File: src/rtl/mpt_tlb_pkg.sv
package mpt_tlb_pkg;

    localparam int unsigned VA_W       = 32;
    localparam int unsigned PAGE_SHIFT = 12;
    localparam int unsigned VPN_W      = VA_W - PAGE_SHIFT;
    localparam int unsigned SZ_STEP    = 4;   // page-number bits dropped per size step

    typedef enum logic [1:0] {
        SZ_4K  = 2'b00,
        SZ_64K = 2'b01,
        SZ_1M  = 2'b10,
        SZ_16M = 2'b11
    } region_sz_e;

    typedef struct packed {
        logic       big_endian;
        logic [1:0] elem_sz;
        logic       mixed;
    } region_attr_t;

    typedef enum logic [1:0] {
        LK_IDLE = 2'b00,
        LK_HIT  = 2'b01,
        LK_MISS = 2'b10
    } lk_state_e;

    // Page-number bits that take part in the compare for a given size.
    function automatic logic [VPN_W-1:0] vpn_mask(input region_sz_e sz);
        logic [VPN_W-1:0] ones;
        ones = '1;
        return ones << (SZ_STEP * int'(sz));
    endfunction

endpackage

File: src/rtl/mpt_tlb_entry.sv
module mpt_tlb_entry
    import mpt_tlb_pkg::*;
(
    input  logic              clk,
    input  logic              rst_n,
    input  logic              flush_i,
    input  logic              wr_i,
    input  logic [VPN_W-1:0]  wr_vpn_i,
    input  logic [VPN_W-1:0]  wr_ppn_i,
    input  region_sz_e        wr_sz_i,
    input  region_attr_t      wr_attr_i,
    input  logic [VPN_W-1:0]  lk_vpn_i,
    output logic              valid_o,
    output logic              match_o,
    output logic [VPN_W-1:0]  ppn_o,
    output region_attr_t      attr_o
);

    logic             vld_q;
    logic [VPN_W-1:0] tag_q;
    logic [VPN_W-1:0] frame_q;
    region_sz_e       sz_q;
    region_attr_t     attr_q;
    logic [VPN_W-1:0] cmp_mask;
    logic [VPN_W-1:0] wr_mask;

    assign wr_mask  = vpn_mask(wr_sz_i);
    assign cmp_mask = vpn_mask(sz_q);

    always_ff @(posedge clk) begin
        if (!rst_n) begin
            vld_q   <= 1'b0;
            tag_q   <= '0;
            frame_q <= '0;
            sz_q    <= SZ_4K;
            attr_q  <= '0;
        end else if (flush_i) begin
            vld_q   <= 1'b0;
        end else if (wr_i) begin
            vld_q   <= 1'b1;
            tag_q   <= wr_vpn_i & wr_mask;
            frame_q <= wr_ppn_i & wr_mask;
            sz_q    <= wr_sz_i;
            attr_q  <= wr_attr_i;
        end
    end

    assign valid_o = vld_q;
    assign match_o = vld_q && ((lk_vpn_i & cmp_mask) == tag_q);
    assign ppn_o   = frame_q | (lk_vpn_i & ~cmp_mask);
    assign attr_o  = attr_q;

endmodule

File: src/rtl/mpt_tlb_victim.sv
module mpt_tlb_victim #(
    parameter int unsigned N_ENTRIES = 8,
    localparam int unsigned IDX_W    = (N_ENTRIES > 1) ? $clog2(N_ENTRIES) : 1
) (
    input  logic                 clk,
    input  logic                 rst_n,
    input  logic                 flush_i,
    input  logic                 fill_i,
    input  logic [N_ENTRIES-1:0] valid_i,
    output logic [IDX_W-1:0]     victim_o
);

    localparam logic [IDX_W-1:0] LAST = IDX_W'(N_ENTRIES - 1);

    logic [IDX_W-1:0] ptr_q;
    logic             free_found;
    logic [IDX_W-1:0] free_idx;

    // Lowest-index empty slot, scanning downward so the lowest wins.
    always_comb begin
        free_found = 1'b0;
        free_idx   = '0;
        for (int i = N_ENTRIES - 1; i >= 0; i--) begin
            if (!valid_i[i]) begin
                free_found = 1'b1;
                free_idx   = IDX_W'(i);
            end
        end
    end

    assign victim_o = free_found ? free_idx : ptr_q;

    always_ff @(posedge clk) begin
        if (!rst_n || flush_i) begin
            ptr_q <= '0;
        end else if (fill_i) begin
            ptr_q <= (victim_o == LAST) ? '0 : victim_o + 1'b1;
        end
    end

endmodule

File: src/rtl/mpt_tlb_pick.sv
module mpt_tlb_pick
    import mpt_tlb_pkg::*;
#(
    parameter int unsigned N_ENTRIES = 8
) (
    input  logic [N_ENTRIES-1:0]            match_i,
    input  logic [N_ENTRIES-1:0][VPN_W-1:0] ppn_i,
    input  region_attr_t [N_ENTRIES-1:0]    attr_i,
    output logic                            any_o,
    output logic [VPN_W-1:0]                ppn_o,
    output region_attr_t                    attr_o
);

    always_comb begin
        any_o  = |match_i;
        ppn_o  = '0;
        attr_o = '0;
        for (int i = N_ENTRIES - 1; i >= 0; i--) begin
            if (match_i[i]) begin
                ppn_o  = ppn_i[i];
                attr_o = attr_i[i];
            end
        end
    end

endmodule

File: src/rtl/mpt_tlb.sv
module mpt_tlb
    import mpt_tlb_pkg::*;
#(
    parameter int unsigned N_ENTRIES = 8,
    localparam int unsigned IDX_W    = (N_ENTRIES > 1) ? $clog2(N_ENTRIES) : 1
) (
    input  logic              clk,
    input  logic              rst_n,
    input  logic              flush_i,
    input  logic              lk_req_i,
    input  logic [VA_W-1:0]   lk_va_i,
    output logic              lk_valid_o,
    output logic              lk_hit_o,
    output logic              lk_miss_o,
    output logic [VA_W-1:0]   lk_pa_o,
    output logic              lk_big_endian_o,
    output logic [1:0]        lk_elem_sz_o,
    output logic              lk_mixed_o,
    input  logic              fill_i,
    input  logic [VPN_W-1:0]  fill_vpn_i,
    input  logic [VPN_W-1:0]  fill_ppn_i,
    input  logic [1:0]        fill_size_i,
    input  logic              fill_big_endian_i,
    input  logic [1:0]        fill_elem_sz_i,
    input  logic              fill_mixed_i
);

    logic [N_ENTRIES-1:0]            ent_valid;
    logic [N_ENTRIES-1:0]            ent_match;
    logic [N_ENTRIES-1:0][VPN_W-1:0] ent_ppn;
    region_attr_t [N_ENTRIES-1:0]    ent_attr;
    logic [IDX_W-1:0]                victim;
    logic                            fill_go;
    region_attr_t                    fill_attr;
    logic                            any_hit;
    logic [VPN_W-1:0]                hit_ppn;
    region_attr_t                    hit_attr;

    lk_state_e        state_q, state_d;
    logic [VA_W-1:0]  pa_q;
    region_attr_t     attr_q;

    assign fill_go   = fill_i && !flush_i;
    assign fill_attr = '{big_endian: fill_big_endian_i,
                         elem_sz:    fill_elem_sz_i,
                         mixed:      fill_mixed_i};

    mpt_tlb_victim #(.N_ENTRIES(N_ENTRIES)) victim_i (
        .clk      (clk),
        .rst_n    (rst_n),
        .flush_i  (flush_i),
        .fill_i   (fill_go),
        .valid_i  (ent_valid),
        .victim_o (victim)
    );

    for (genvar g = 0; g < N_ENTRIES; g++) begin : g_ent
        mpt_tlb_entry ent_i (
            .clk       (clk),
            .rst_n     (rst_n),
            .flush_i   (flush_i),
            .wr_i      (fill_go && (victim == IDX_W'(g))),
            .wr_vpn_i  (fill_vpn_i),
            .wr_ppn_i  (fill_ppn_i),
            .wr_sz_i   (region_sz_e'(fill_size_i)),
            .wr_attr_i (fill_attr),
            .lk_vpn_i  (lk_va_i[VA_W-1:PAGE_SHIFT]),
            .valid_o   (ent_valid[g]),
            .match_o   (ent_match[g]),
            .ppn_o     (ent_ppn[g]),
            .attr_o    (ent_attr[g])
        );
    end

    mpt_tlb_pick #(.N_ENTRIES(N_ENTRIES)) pick_i (
        .match_i (ent_match),
        .ppn_i   (ent_ppn),
        .attr_i  (ent_attr),
        .any_o   (any_hit),
        .ppn_o   (hit_ppn),
        .attr_o  (hit_attr)
    );

    // Next-state logic of the result machine.
    always_comb begin
        state_d = state_q;
        unique case (state_q)
            LK_IDLE, LK_HIT, LK_MISS: begin
                if (!lk_req_i)    state_d = LK_IDLE;
                else if (any_hit) state_d = LK_HIT;
                else              state_d = LK_MISS;
            end
            default: state_d = LK_IDLE;
        endcase
    end

    // State register.
    always_ff @(posedge clk) begin
        if (!rst_n) state_q <= LK_IDLE;
        else        state_q <= state_d;
    end

    // Result data, captured alongside the state.
    always_ff @(posedge clk) begin
        if (!rst_n) begin
            pa_q   <= '0;
            attr_q <= '0;
        end else if (state_d == LK_HIT) begin
            pa_q   <= {hit_ppn, lk_va_i[PAGE_SHIFT-1:0]};
            attr_q <= hit_attr;
        end else begin
            pa_q   <= '0;
            attr_q <= '0;
        end
    end

    // Outputs decoded from the state.
    always_comb begin
        lk_valid_o = 1'b0;
        lk_hit_o   = 1'b0;
        lk_miss_o  = 1'b0;
        unique case (state_q)
            LK_IDLE: ;
            LK_HIT: begin
                lk_valid_o = 1'b1;
                lk_hit_o   = 1'b1;
            end
            LK_MISS: begin
                lk_valid_o = 1'b1;
                lk_miss_o  = 1'b1;
            end
            default: ;
        endcase
    end

    assign lk_pa_o         = pa_q;
    assign lk_big_endian_o = attr_q.big_endian;
    assign lk_elem_sz_o    = attr_q.elem_sz;
    assign lk_mixed_o      = attr_q.mixed;

endmodule

File: config.mk
export PLATFORM = sky130hd
export DESIGN_NAME = mpt_tlb
export DESIGN_NICKNAME = d
export VERILOG_FILES = /design/src/rtl/mpt_tlb_pkg.sv /design/src/rtl/mpt_tlb_entry.sv /design/src/rtl/mpt_tlb_victim.sv /design/src/rtl/mpt_tlb_pick.sv /design/src/rtl/mpt_tlb.sv
export SDC_FILE = /design/constraint.sdc
export NUM_CORES = 1
export LEC_CHECK = 0
export BUFFER_PORTS_ARGS = -buffer_cell sky130_fd_sc_hd__buf_4
export CAP_MARGIN = 20
export CELL_PAD_IN_SITES_DETAIL_PLACEMENT = 0
export CELL_PAD_IN_SITES_GLOBAL_PLACEMENT = 2
export CORE_MARGIN = 10
export CORE_UTILIZATION = 35
export CTS_BUF_LIST = sky130_fd_sc_hd__clkbuf_4 sky130_fd_sc_hd__clkbuf_8
export DETAILED_ROUTE_END_ITERATION = 8
export PLACE_DENSITY = 0.74
export SLEW_MARGIN = 25
export SYNTH_ARGS = -nofsm -noshare
export SYNTH_HDL_FRONTEND = slang
export SYNTH_SLANG_ARGS = --single-unit
File: constraint.sdc
create_clock -name clk -period 6.8 [get_ports clk]
set_clock_uncertainty 0.1 [all_clocks]
set_input_delay 1.36 -clock clk [delete_from_list [all_inputs] [get_ports clk]]
set_output_delay 1.36 -clock clk [all_outputs]
set_load 0.03 [all_outputs]
=== Word level (Yosys, flattened, before mapping) ===
Index checks and enable logic that the tools add are counted.

* Register bits: 417
* Input bits: 83
* Word-level logic and storage cells: 201

* Add/sub/neg operators: 1
* Equality and inequality tests: 18
* Shift-type cells: 9
* Muxes and demuxes: 40
* Bitwise logic cells: 36
* Reduce and logical (&&, ||, !) cells: 35

{| class="wikitable"
|+ Operators by type and width
! operator !! count
|-
| $and 20x20->20 || 18
|-
| $shl 20x4->20 const A || 9
|-
| $eq 20x20->1 || 8
|-
| $mux 20 || 8
|-
| $not 20->20 || 8
|-
| $or 20x20->20 || 8
|-
| $mux 4 || 8
|-
| $mux 3 || 10
|-
| $reduce_and 2->1 || 9
|-
| $logic_and 1x1->1 || 17
|-
| $eq 3x3->1 const B || 4
|-
| $mux 1 || 11
|-
| $reduce_or 8->1 || 1
|-
| $eq 3x2->1 const B || 2
|-
| $mux 2 || 3
|-
| $eq 2x1->1 const B || 2
|-
| $reduce_or 2->1 || 2
|-
| $add 3x1->3 const B || 1
|-
| $eq 3x1->1 const B || 1
|-
| $logic_not 3->1 || 1
|-
| $reduce_or 3->1 || 1
|-
| $eq 2x2->1 const B || 1
|-
| $logic_not 1->1 || 2
|-
| $logic_not 2->1 || 1
|-
| 2 further kinds || 3
|}

=== Logic depth before layout (Yosys ltp) ===
Gate-level depths: netlist of run 1.

* Depth in word-level cells: 12
* Mapped depth: 16

=== Modules after synthesis ===
From an unflattened synthesis of run 1, not the netlist that was laid out.

* Cell total of the unflattened synthesis: 2,461
* Area total of the unflattened synthesis: 20,986.4 sq um

{| class="wikitable"
|+ By module, submodules not included
! module !! instances !! cells each !! area each (sq um) !! sequential area each (sq um)
|-
| mpt_tlb_entry || 8 || 265 || 2,258.4 || 940.9
|-
| mpt_tlb_pick || 1 || 212 || 1,521.5 || 0.0
|-
| mpt_tlb || 1 || 100 || 1,171.1 || 760.7
|-
| mpt_tlb_victim || 1 || 29 || 226.5 || 60.1
|}

=== Worst setup path before layout of run 1 ===
Ideal clock, no wire load.

* Path type: input to register
* Start: in lk_va_i[30]
* End: reg pa_q[20], in the netlist lk_pa_o[20]
* Library setup time: 0.060 ns
* Arrival: 3.840 ns
* Data required time: 6.640 ns
* Path slack: 2.800 ns
* Stages: 14
* Cells stage by stage: buf_2 > xor2_1 > nor4_1 > nand4_1 > or4_4 > or2_1 > buf_6 > and2_4 > buf_6 > a41o_1 > buf_6 > clkinv_8 > buf_8 > o2111a_1

* Word-level cells in the longest chain between the ends: 11

{| class="wikitable"
|+ RTL lines
! item !! RTL line !! RTL
|-
| from (decl) || mpt_tlb.sv:11 || <nowiki>input logic [VA_W-1:0] lk_va_i,</nowiki>
|-
| $and 20x20->20 || mpt_tlb_entry.sv:49 || <nowiki>assign match_o = vld_q && ((lk_vpn_i & cmp_mask) == tag_q);</nowiki>
|-
| $eq 20x20->1 || mpt_tlb_entry.sv:49 ||
|-
| $logic_and 1x1->1 || mpt_tlb_entry.sv:49 ||
|-
| $mux 20 (8 in a row) || mpt_tlb_pick.sv:19 || <nowiki>if (match_i[i]) begin</nowiki>
|-
| to (signal assigned) || mpt_tlb.sv:109 || <nowiki>pa_q <= {hit_ppn, lk_va_i[PAGE_SHIFT-1:0]};</nowiki>
|-
| to (decl) || mpt_tlb.sv:40 || <nowiki>logic [VA_W-1:0] pa_q;</nowiki>
|}

Several ways; a longest one is shown, not always the timed one.
A chain may end at the register's enable or synchronous reset.

=== Worst setup path after layout of run 1 ===
* Start: in lk_va_i[23]
* End: reg pa_q[25], in the netlist lk_pa_o[25]

The elaborated chain is that of the path after synthesis.

==> results of run 1 <==
-- worst max-delay path, cell delays in order --
cell                        delay, ps
sky130_fd_sc_hd__buf_4            200
sky130_fd_sc_hd__inv_2            210
sky130_fd_sc_hd__o22ai_1          130
sky130_fd_sc_hd__a2111oi_0        820
sky130_fd_sc_hd__nand4_1          580
sky130_fd_sc_hd__o21ai_1          720
sky130_fd_sc_hd__nor2_1           140
sky130_fd_sc_hd__a41o_1           590
sky130_fd_sc_hd__clkinv_8         270
sky130_fd_sc_hd__o311a_1          200
-- kinds of logic after synthesis --
kind of cell / after synthesis
XOR/XNOR: 77
buffers and inverters: 278
AND/OR/NAND/NOR: 1119
AO/OA/AOI/OAI: 784
multiplexers: 2
adder cells (fa/ha/maj): 9
flip-flops: 417
-- synthesized netlist by cell type, types with 26 or more instances --
| cell | count |
|---|---|
| sky130_fd_sc_hd__nand2_1 | 665 |
| sky130_fd_sc_hd__nand2b_1 | 41 |
| sky130_fd_sc_hd__nand4_1 | 28 |
| sky130_fd_sc_hd__xor2_1 | 51 |
| sky130_fd_sc_hd__o21ai_0 | 188 |
| sky130_fd_sc_hd__dfxtp_1 | 417 |
| sky130_fd_sc_hd__a21boi_0 | 243 |
| sky130_fd_sc_hd__nor2b_1 | 27 |
| sky130_fd_sc_hd__nor2_1 | 94 |
| sky130_fd_sc_hd__clkbuf_1 | 179 |
| sky130_fd_sc_hd__and2_1 | 159 |
| sky130_fd_sc_hd__inv_1 | 31 |
| sky130_fd_sc_hd__a21oi_1 | 113 |
| sky130_fd_sc_hd__xnor2_1 | 26 |
| sky130_fd_sc_hd__a31oi_1 | 42 |
-- worst paths after layout --
check / endpoint / cells past startpoint
worst max-delay path: lk_pa_o[25]$_SDFF_PN0_ / 10
worst min-delay path: g_ent[6].ent_i.frame_q[19]$_SDFFE_PN0P_ / 2
worst max register to register: lk_pa_o[7]$_SDFF_PN0_ / 9
worst min register to register: g_ent[6].ent_i.frame_q[19]$_SDFFE_PN0P_ / 2
-- per-layer routing --
metal	GRT usage	part of all wire
met1	0.331	0.46
met2	0.380	0.44
met3	0.0441	0.068
met4	0.0747	0.027
met5	0	0
-- through the flow --
stage,area (sq um),hold slack [ps],utilization,worst slack (ps)
5_1_grt,23800,385,0.402,1830
3_3_place_gp,22100,349,0.373,1630
2_1_floorplan,20900,339,-,2800
4_1_cts,23800,362,0.402,2180
6_report,23800,359,0.402,2050
3_5_place_dp,22100,354,0.373,1480
-- state kept, by name, summed over array words and instances (netlist names) --
signal               count
g_ent.ent_i.frame_q    160
g_ent.ent_i.tag_q      160
g_ent.ent_i.attr_o      32
lk_pa_o                 32
g_ent.ent_i.sz_q        16
g_ent.ent_i.valid_o      8
victim_i.ptr_q           3
lk_elem_sz_o             2
state_q                  2
lk_big_endian_o          1
lk_mixed_o               1
-- layout make-up --
type | instances | area share
antenna | 1 | 0.000105
clock buffer | 124 | 0.0647
clock inverter | 15 | 0.00616
inverter | 36 | 0.00621
multi-input combinational | 1991 | 0.481
sequential | 417 | 0.351
tap | 773 | 0.0407
timing repair buffer | 157 | 0.0504
-- where the power goes --
part	leakage, nW	switching, mW	internal, mW
Combinational	4.35	0.218	0.102
Clock	0.897	1.16	1.48
Sequential	3.36	0.0146	2.46
==> impl_metrics.tcl, run 1 <==
set metrics [dict create \
    combined_flip_flop_and_latch_cell_area_sq_um 8350 \
    num_rows 89 \
    final_cell_mix "sky130_fd_sc_hd__nand2_1, sky130_fd_sc_hd__dfxtp_1, sky130_fd_sc_hd__a21boi_0, sky130_fd_sc_hd__o21ai_0, sky130_fd_sc_hd__and2_1" \
    hold_path_class "reg2reg" \
    design.core.area_sq_um 59100 \
    cts_post_setup_buffers_inserted 0 \
    netlist.top_cell.by_area "sky130_fd_sc_hd__dfxtp_1" \
    cts.repair.resized 0 \
    multi_input_area_sq_um 11400 \
    die-width_um 264 \
    cap_viol_max_count 0 \
    critical_path_peak_fanout 28 \
    tightestPinTransition_ps 1030 \
    yosys_register_bits 417 \
    power_density_cells_nw_per_um2 229 \
    post_synth.cell_area_avg_sq_um 7.79 \
    htree_levels 3 \
    antenna_violating_nets_post_route 0 \
    first_global_vias 18900 \
    main_combinational_cell_family_by_area_after_synthesis "compound AO/OA/AOI/OAI gates" \
    number_of_pins_with_negative_max_slew_slack_in_the_final_report 0 \
    setup_tns_ps 0 \
    layout-drive-gt1-share 0.126 \
    clk_root_buffer_cell "sky130_fd_sc_hd__clkbuf_8" \
    critical_path_arrival_ps 5260 \
    place_inst 3374 \
    rsz_0062_raised_after_global_routing "false" \
    cts_max_path_buffers 3 \
    final.period_utilization 0.698 \
    synthDominantCellAreaShare 0.399 \
    detailed_place_hpwl_um 56900 \
    yosys.area_share.xor_xnor 0.0322 \
    viasPerCell 5.54 \
    p_leak_nw 8.61 \
    synth.area.top_cells "sky130_fd_sc_hd__dfxtp_1, sky130_fd_sc_hd__nand2_1, sky130_fd_sc_hd__a21boi_0, sky130_fd_sc_hd__and2_1, sky130_fd_sc_hd__o21ai_0" \
    drt_drc_violations_left 0 \
    initial_drc_count 1615 \
    yosys.cell_types.count 90 \
    timing.reg2reg.setup_slack_ps 2210 \
    grt_antenna_before_repair 0 \
    synth_edf_count 0 \
    ios 122 \
    cts.sinks 417 \
    hold_path.startpoint "g_ent[6].ent_i.frame_q[19]$_SDFFE_PN0P_" \
    detail_route.first_pass.iterations 5 \
    finalWirelength_um 86800 \
    worst_setup_path_start_kind "primary input" \
    crit-reg2reg-launch "g_ent[4].ent_i.sz_q[1]$_SDFFE_PN0P_" \
    type_of_destination_of_the_critical_path "flip-flop" \
    synth_mux_area_frac 0.000957 \
    routabilityCongestion 0.941 \
    postSynth.topFlopCell "sky130_fd_sc_hd__dfxtp_1" \
    route.vias.total 19500 \
    post_synth_and_or_nand_nor_area_fraction 0.247 \
    synth-adder-area-share 0.00538 \
    area.growth.synth_to_final_pct 13.7 \
    layout_commonest_cell "sky130_fd_sc_hd__nand2_1" \
    groute.usage.overall 0.242 \
    cts_buffers 79 \
    filler_cell_count 6053 \
    synth_warnings 0 \
    overall_overflow_remaining_after_global_route 0 \
    seq_area_frac_synth 0.399 \
    wire_length_of_the_first_global_routing_pass_um 128000 \
    cts.hold.buffers_added 0 \
    final_hold_viol_count 0 \
    run_status "completed" \
    post_synth_inst_count 2686 \
    clk_transition_reported_paths_ps 60 \
    synthArstFlopShare 0 \
    stdcell_count 3514 \
    floorplan.die_area_sq_um 69900 \
    peakVddDrop_mv 0.174 \
    wl_per_cell_um 24.7 \
    worst_ep_required_ps 7320 \
    finalCriticalPeriod_ps 4750 \
    synth_area_sq_um 20900 \
    port_buffers 121 \
    die-height_um 264 \
    finish.net_count 2774 \
    critical_setup_path_kind "in2reg" \
    syn-num-nets 2778 \
    timing.max_slew.rel_slack 0.313 \
    cp-startpoint "lk_va_i[23]" \
    synth_compound_area_frac 0.256 \
    totalPowerFinal_mw 5.44 \
    maxClockFrequency_mhz 211 \
    initial_utilization 0.354 \
    insertion_delay_ps 700 \
    grt_start_max_net_pins 197 \
    setup_viol 0 \
    cts_tree "yes" \
]
No activity file was read; power rests on OpenSTA's default activity.
==> run 2, diff against run 1 <==
--- a/config.mk
+++ b/config.mk
@@ -5,6 +5,7 @@
 export SDC_FILE = /design/constraint.sdc
 export NUM_CORES = 1
 export LEC_CHECK = 0
+export ABC_AREA = 1
 export BUFFER_PORTS_ARGS = -buffer_cell sky130_fd_sc_hd__buf_4
 export CAP_MARGIN = 20
 export CELL_PAD_IN_SITES_DETAIL_PLACEMENT = 0
@@ -13,7 +14,7 @@
 export CORE_UTILIZATION = 35
 export CTS_BUF_LIST = sky130_fd_sc_hd__clkbuf_4 sky130_fd_sc_hd__clkbuf_8
 export DETAILED_ROUTE_END_ITERATION = 8
-export PLACE_DENSITY = 0.74
+export PLACE_DENSITY = 0.77
 export SLEW_MARGIN = 25
 export SYNTH_ARGS = -nofsm -noshare
 export SYNTH_HDL_FRONTEND = slang
==> constraint.sdc (replaced) <==
create_clock -name clk -period 4.52 [get_ports clk]
set_clock_uncertainty 0.1 [all_clocks]
set_input_delay 0.904 -clock clk [delete_from_list [all_inputs] [get_ports clk]]
set_output_delay 0.904 -clock clk [all_outputs]
set_load 0.03 [all_outputs]
==> impl_metrics.tcl, run 2 <==
set metrics [dict create \
    run_status "completed" \
    maxClockFrequency_mhz 273 \
    timing.reg2reg.setup_slack_ps 1010 \
    cts_tree "yes" \
    antenna_violating_nets_post_route 0 \
    synth_area_sq_um 20300 \
    grt_start_max_net_pins 204 \
    ios 122 \
    grt.met2_usage 0.370 \
    multi_input_area_sq_um 9830 \
    placement.setup.worst_slack_ps 257 \
    seq_area_frac_synth 0.410 \
    comb_power_share 0.071 \
    combined_flip_flop_and_latch_cell_area_sq_um 8350 \
    grt_antenna_before_repair 2 \
    setup_tns_ps 0 \
    floorplan.die_area_sq_um 68100 \
    totalPowerFinal_mw 8.15 \
    synth.cells.most_frequent "sky130_fd_sc_hd__nand2_1, sky130_fd_sc_hd__dfxtp_1, sky130_fd_sc_hd__a21oi_1" \
    layout-drive-gt1-share 0.150 \
    critical-path-slowest-cell "sky130_fd_sc_hd__o21ai_0" \
    synth_warnings 0 \
    detailed_place_hpwl_um 58200 \
    crit-reg2reg-capture "lk_pa_o[18]$_SDFF_PN0_" \
    synthArstFlopShare 0 \
    final.period_utilization 0.811 \
    layout.cell_area.non_filler_sq_um 23300 \
    finalWirelength_um 86900 \
    number_of_stages_on_the_worst_hold_path 2 \
    critical_setup_path_kind "in2reg" \
    setup_viol 0 \
    synth_edf_count 0 \
    layout_top_registers "g_ent.ent_i.frame_q x160, g_ent.ent_i.tag_q x160" \
    post_synth.cell_area_avg_sq_um 6.97 \
    routabilityCongestion 0.886 \
    detail_route.first_pass.iterations 5 \
    crit_path_max_incr_delay_ps 500 \
    type_of_destination_of_the_critical_path "flip-flop" \
    netlist.top_cell.by_area "sky130_fd_sc_hd__dfxtp_1" \
    design.core.area_sq_um 57600 \
    power_internal_mw 6.01 \
    cts_post_setup_buffers_inserted 0 \
    worst_hold_slack_ps 352 \
    wire_length_of_the_first_global_routing_pass_um 127000 \
    final_hold_viol_count 0 \
    insertion_delay_ps 680 \
    power_density_cells_nw_per_um2 350 \
    grt_util_met3 0.0364 \
    p_leak_nw 9.59 \
    num_rows 88 \
    sequential_power_share 0.459 \
    yosys.cell_types.count 48 \
    r2r_cells 11 \
    critical_path_buf_inv_count 4 \
    use_met1 0.368 \
    area.growth.synth_to_final_pct 14.5 \
    netSwitchingPower_mw 2.14 \
    route.vias.total 20000 \
    sw_frac_of_total 0.263 \
    filler_cell_count 6172 \
    path_cells "buf_4 > inv_1 > o21ai_0 > nand4_1 > nor2_1 > nand3_1 > inv_2 > nand2_2 > nand2_1 > inv_1 > nand2_1 > nand2_1 > nand2_1 > nand2_1 > nand2_1 > nand2_1 > a21oi_2" \
    peakVddDrop_mv 0.177 \
    global_route.peak_usage_layer "met2" \
    clk_root_buffer_cell "sky130_fd_sc_hd__clkbuf_8" \
    layout_commonest_cell "sky130_fd_sc_hd__nand2_1" \
    timing.max_slew.rel_slack 0.349 \
    yosys_register_bits 417 \
    cts.sinks 417 \
    worst_ep_required_ps 4990 \
    setup_ws_ps 854 \
    hold_path_endpoint "g_ent[6].ent_i.frame_q[8]$_SDFFE_PN0P_" \
    cap_viol_max_count 0 \
    tightestPinTransition_ps 977 \
    yosysMostFrequentCell "sky130_fd_sc_hd__nand2_1" \
    final_cell_mix "sky130_fd_sc_hd__nand2_1, sky130_fd_sc_hd__dfxtp_1, sky130_fd_sc_hd__a21oi_1, sky130_fd_sc_hd__o21ai_0, sky130_fd_sc_hd__inv_1" \
    clk_pwr_share 0.471 \
    viasPerCell 5.27 \
    crit_family "simple AND/OR/NAND/NOR gates" \
    cts.repair.resized 0 \
    rsz_0062_raised_after_global_routing "false" \
    number_of_pins_with_negative_max_slew_slack_in_the_final_report 0 \
    synth.area.top_cells "sky130_fd_sc_hd__dfxtp_1, sky130_fd_sc_hd__nand2_1, sky130_fd_sc_hd__a21oi_1, sky130_fd_sc_hd__o21ai_0, sky130_fd_sc_hd__inv_1" \
    overall_overflow_remaining_after_global_route 0 \
    postSynth.topFlopCell "sky130_fd_sc_hd__dfxtp_1" \
    cts.hold.buffers_added 0 \
    drt_drc_violations_left 0 \
    worst_path_most_repeated_cell "sky130_fd_sc_hd__nand2_1" \
    cts_max_path_buffers 3 \
    finish.net_count 3068 \
    die-height_um 261 \
    finalCriticalPeriod_ps 3670 \
    critical_path_peak_fanout 25 \
    initial_utilization 0.353 \
    clk_transition_reported_paths_ps 50 \
    post_synth_inst_count 2918 \
    initial_drc_count 1729 \
    placedInstanceArea_sq_um 21700 \
    wl_per_cell_um 22.9 \
    port_buffers 121 \
    critical_path_arrival_ps 4140 \
    hold_path_class "reg2reg" \
    worst_setup_path_start_kind "primary input" \
    synthDominantCellAreaShare 0.410 \
    die-width_um 261 \
    first_global_vias 18700 \
    cts_buffers 81 \
    syn-num-nets 3010 \
    groute.usage.overall 0.249 \
    hold_path.startpoint "g_ent[6].ent_i.frame_q[8]$_SDFFE_PN0P_" \
    crit-reg2reg-launch "g_ent[1].ent_i.sz_q[1]$_SDFFE_PN0P_" \
    htree_levels 3 \
]
run 2: changes by cell type in the layout (fill, tap and decap cells not counted), moves of 22 or more:
| cell | delta |
|---|---|
| sky130_fd_sc_hd__a21oi_1 | +297 |
| sky130_fd_sc_hd__and2_1 | -158 |
| sky130_fd_sc_hd__a31oi_1 | -41 |
| sky130_fd_sc_hd__nor2b_1 | -27 |
| sky130_fd_sc_hd__nand2_1 | -64 |
| sky130_fd_sc_hd__inv_2 | +46 |
| sky130_fd_sc_hd__nand2b_1 | -40 |
| sky130_fd_sc_hd__nand3_1 | +103 |
| sky130_fd_sc_hd__nor2_1 | +65 |
| sky130_fd_sc_hd__o21ai_0 | +188 |
| sky130_fd_sc_hd__inv_1 | +253 |
| sky130_fd_sc_hd__nand3_2 | +22 |
| sky130_fd_sc_hd__nor3_1 | +27 |
| sky130_fd_sc_hd__a21boi_0 | -238 |
run 2: how the worst max path moves through the flow:
stage | end | depth (start not counted) | start | slack [ps]
after floorplan | lk_pa_o[22]$_SDFF_PN0_ | 13 | lk_va_i[15] | 1860
after global placement | lk_pa_o[21]$_SDFF_PN0_ | 17 | lk_va_i[21] | 210
after detailed placement | lk_pa_o[2]$_SDFF_PN0_ | 11 | lk_va_i[21] | 260
after CTS | lk_pa_o[2]$_SDFF_PN0_ | 11 | lk_va_i[21] | 960
after global routing | lk_pa_o[2]$_SDFF_PN0_ | 13 | g_ent[1].ent_i.sz_q[1]$_SDFFE_PN0P_ | 770
final | lk_pa_o[21]$_SDFF_PN0_ | 17 | lk_va_i[21] | 850
run 2: cell type report:
| cell class | instances | share of cell area |
|---|---|---|
| Antenna cell | 1 | 0.000107 |
| Inverter | 334 | 0.0538 |
| Clock inverter | 7 | 0.00183 |
| Timing Repair Buffer | 166 | 0.0564 |
| Tap cell | 765 | 0.0411 |
| Multi-Input combinational cell | 1976 | 0.422 |
| Sequential cell | 417 | 0.358 |
| Clock buffer | 124 | 0.0660 |
run 2: power groups by stage:
stage / registers (mW) / clock network (mW) / logic (mW)
floorplan: 3.81 / 0 / 0.302
global placement: 3.82 / 0 / 0.561
detailed placement: 3.82 / 0 / 0.564
CTS: 3.74 / 3.91 / 0.566
global route: 3.74 / 4.08 / 0.619
finish: 3.74 / 3.84 / 0.575
run 2: worst reg2reg max path: stages, from the launching register on:
cell	delay, ps
sky130_fd_sc_hd__dfxtp_1	590
sky130_fd_sc_hd__inv_2	180
sky130_fd_sc_hd__nand2_1	120
sky130_fd_sc_hd__nor2_1	60
sky130_fd_sc_hd__nor3_1	300
sky130_fd_sc_hd__nand3_1	130
sky130_fd_sc_hd__nor2_1	350
sky130_fd_sc_hd__nand2_1	490
sky130_fd_sc_hd__inv_2	590
sky130_fd_sc_hd__o211ai_1	220
sky130_fd_sc_hd__nand2_1	190
sky130_fd_sc_hd__a21oi_2	70
run 2: metal layers:
layer,part of all wire,vias up,wire [um]
met1,0.49,9530,42200
li1,-,9609,-
met4,0.021,0,1810
met2,0.42,742,36600
met3,0.072,109,6240
met5,0,-,0
run 2: kinds of logic (layout without fill, tap and decap cells):
family / Yosys count / count (layout) / share of synthesized area
AND/OR/NAND/NOR: 1029 / 1029 / 0.224
adder cells (fa/ha/maj): 9 / 9 / 0.00554
other: 0 / 1 / 0
flip-flops: 417 / 417 / 0.410
XOR/XNOR: 55 / 55 / 0.0237
AO/OA/AOI/OAI: 883 / 883 / 0.229
buffers and inverters: 525 / 631 / 0.107
run 2: per-stage QoR:
step / utilization / cells
finish: 0.404 / 3790
global route: 0.404 / 3790
CTS: 0.404 / 3789
detailed placement: 0.377 / 3658
global placement: 0.377 / 3658
floorplan: - / 2918
==> run 3, diff against run 2 <==
--- a/config.mk
+++ b/config.mk
@@ -11,10 +11,10 @@
 export CELL_PAD_IN_SITES_DETAIL_PLACEMENT = 0
 export CELL_PAD_IN_SITES_GLOBAL_PLACEMENT = 2
 export CORE_MARGIN = 10
-export CORE_UTILIZATION = 35
+export CORE_UTILIZATION = 33
 export CTS_BUF_LIST = sky130_fd_sc_hd__clkbuf_4 sky130_fd_sc_hd__clkbuf_8
 export DETAILED_ROUTE_END_ITERATION = 8
-export PLACE_DENSITY = 0.77
+export PLACE_DENSITY = 0.76
 export SLEW_MARGIN = 25
 export SYNTH_ARGS = -nofsm -noshare
 export SYNTH_HDL_FRONTEND = slang
==> constraint.sdc (replaced) <==
create_clock -name clk -period 3.1 [get_ports clk]
set_clock_uncertainty 0.1 [all_clocks]
set_input_delay 0.62 -clock clk [delete_from_list [all_inputs] [get_ports clk]]
set_output_delay 0.62 -clock clk [all_outputs]
set_load 0.03 [all_outputs]
==> impl_metrics.tcl, run 3 (synthesis gave the netlist of run 2 again) <==
set metrics [dict create \
    finalWirelength_um 85500 \
    setup_tns_ps 0 \
    grt_antenna_before_repair 1 \
    worst_ep_required_ps 3570 \
    power_internal_mw 9.05 \
    sequential_power_share 0.446 \
    cts_tree "yes" \
    layout_commonest_cell "sky130_fd_sc_hd__nand2_1" \
    final_cell_mix "sky130_fd_sc_hd__nand2_1, sky130_fd_sc_hd__dfxtp_1, sky130_fd_sc_hd__a21oi_1, sky130_fd_sc_hd__o21ai_0, sky130_fd_sc_hd__inv_1" \
    insertion_delay_ps 660 \
    port_buffers 121 \
    clk_transition_reported_paths_ps 60 \
    placement.setup.worst_slack_ps -114 \
    sw_frac_of_total 0.259 \
    floorplan.die_area_sq_um 72000 \
    finish.net_count 3166 \
    initial_drc_count 1829 \
    clk_root_buffer_cell "sky130_fd_sc_hd__clkbuf_8" \
    cap_viol_max_count 0 \
    layout.core_utilization 0.402 \
    finalCriticalPeriod_ps 2860 \
    critical-path-slowest-cell "sky130_fd_sc_hd__nor4_1" \
    critical_setup_path_kind "reg2reg" \
    viasPerCell 5.14 \
    worst_path_most_repeated_cell "sky130_fd_sc_hd__inv_1" \
    power_density_cells_nw_per_um2 500 \
    setup_viol 0 \
    critical_path_peak_fanout 42 \
    crit_family "simple AND/OR/NAND/NOR gates" \
    hold_path_class "in2reg" \
    totalPowerFinal_mw 12.2 \
    worst_hold_slack_ps 72.5 \
    critical_path_buf_inv_count 4 \
    final.period_utilization 0.921 \
    route.vias.total 20100 \
    initial_utilization 0.335 \
    clk_pwr_share 0.481 \
    ios 122 \
    cts_buffers 81 \
    run_status "completed" \
    layout.cell_area.non_filler_sq_um 24400 \
    filler_cell_count 6464 \
    grt_start_max_net_pins 155 \
    rsz_0062_raised_after_global_routing "false" \
    antenna_violating_nets_post_route 0 \
    placedInstanceArea_sq_um 22700 \
    layout_top_registers "g_ent.ent_i.frame_q x160, g_ent.ent_i.tag_q x160" \
    cts_post_setup_buffers_inserted 0 \
    cts_max_path_buffers 3 \
    peakVddDrop_mv 0.243 \
    netSwitchingPower_mw 3.16 \
    worst_setup_path_start_kind "flip-flop" \
    timing.max_slew.rel_slack 0.500 \
    first_global_vias 18900 \
    p_leak_nw 10.2 \
    comb_power_share 0.072 \
    type_of_destination_of_the_critical_path "flip-flop" \
    layout-drive-gt1-share 0.180 \
    final_hold_viol_count 0 \
    maxClockFrequency_mhz 350 \
    overall_overflow_remaining_after_global_route 0 \
    routabilityCongestion 0.874 \
    htree_levels 3 \
    drt_drc_violations_left 0 \
    wl_per_cell_um 21.8 \
    cts.sinks 417 \
    cts.hold.buffers_added 0 \
    groute.usage.overall 0.234 \
    path_cells "inv_1 > nor4_1 > nand2_1 > o21ai_1 > ha_1 > inv_1 > nor2_1 > nand2_2 > inv_1 > buf_12 > o21ai_0 > a21oi_1" \
    setup_ws_ps 243 \
    stdcell_count 3916 \
    design.core.area_sq_um 60700 \
    die-height_um 268 \
    detail_route.first_pass.iterations 5 \
    wire_length_of_the_first_global_routing_pass_um 126000 \
    detailed_place_hpwl_um 59900 \
    area.growth.synth_to_final_pct 20.1 \
    tightestPinTransition_ps 751 \
    die-width_um 268 \
    crit_path_max_incr_delay_ps 430 \
    critical_path_arrival_ps 3330 \
    num_rows 90 \
    cts.repair.resized 0 \
    place_inst 3773 \
    number_of_pins_with_negative_max_slew_slack_in_the_final_report 0 \
]
[run 3: changes by cell type in the layout (fill, tap and decap cells not counted), sizes merged]
cell	delta
buf	+98
clkbuf	+6
clkinv	+3
clkinvlp	-2
diode	+2
inv	+2
[run 3: final timing paths]
kind / start / endpoint / slack, ps / depth (start not counted)
setup / recovery: g_ent[3].ent_i.valid_o$_SDFFE_PP0P_ / g_ent[5].ent_i.frame_q[10]$_SDFFE_PN0P_ / 240 / 12
hold / removal: lk_va_i[3] / lk_pa_o[3]$_SDFF_PN0_ / 70 / 3
hold reg to reg: g_ent[7].ent_i.frame_q[4]$_SDFFE_PN0P_ / g_ent[7].ent_i.frame_q[4]$_SDFFE_PN0P_ / 350 / 2
setup reg to reg: g_ent[3].ent_i.valid_o$_SDFFE_PP0P_ / g_ent[5].ent_i.frame_q[10]$_SDFFE_PN0P_ / 240 / 12
[run 3: layout make-up]
class	instances	area (sq um)	share of cell area
Sequential cell	417	8350	0.342
Timing Repair Buffer	264	2290	0.0937
Multi-Input combinational cell	1976	9830	0.403
Clock inverter	10	60.1	0.00246
Inverter	334	1250	0.0513
Tap cell	782	978	0.0401
Antenna cell	3	7.51	0.000307
Clock buffer	130	1650	0.0676
[run 3: tightest hold or removal path, delay by kind of cell]
kind / cells / cell delay (ps)
buffers and inverters: 2 / 100
and+or+nand+nor: 1 / 80
[run 3: power groups by stage]
stage	Clock (mW)	Sequential (mW)	Combinational, mW
after CTS	6.01	5.45	0.872
final	5.87	5.45	0.882
after detailed placement	0	5.56	0.868
after floorplan	0	5.55	0.440
after global routing	6.24	5.45	0.951
after global placement	0	5.56	0.864
[run 3: layer usage]
layer  wire, um  track usage
met3       5760       0.0367
met4       2070       0.0643
met5          0            0
met1      40500        0.333
met2      37200        0.358
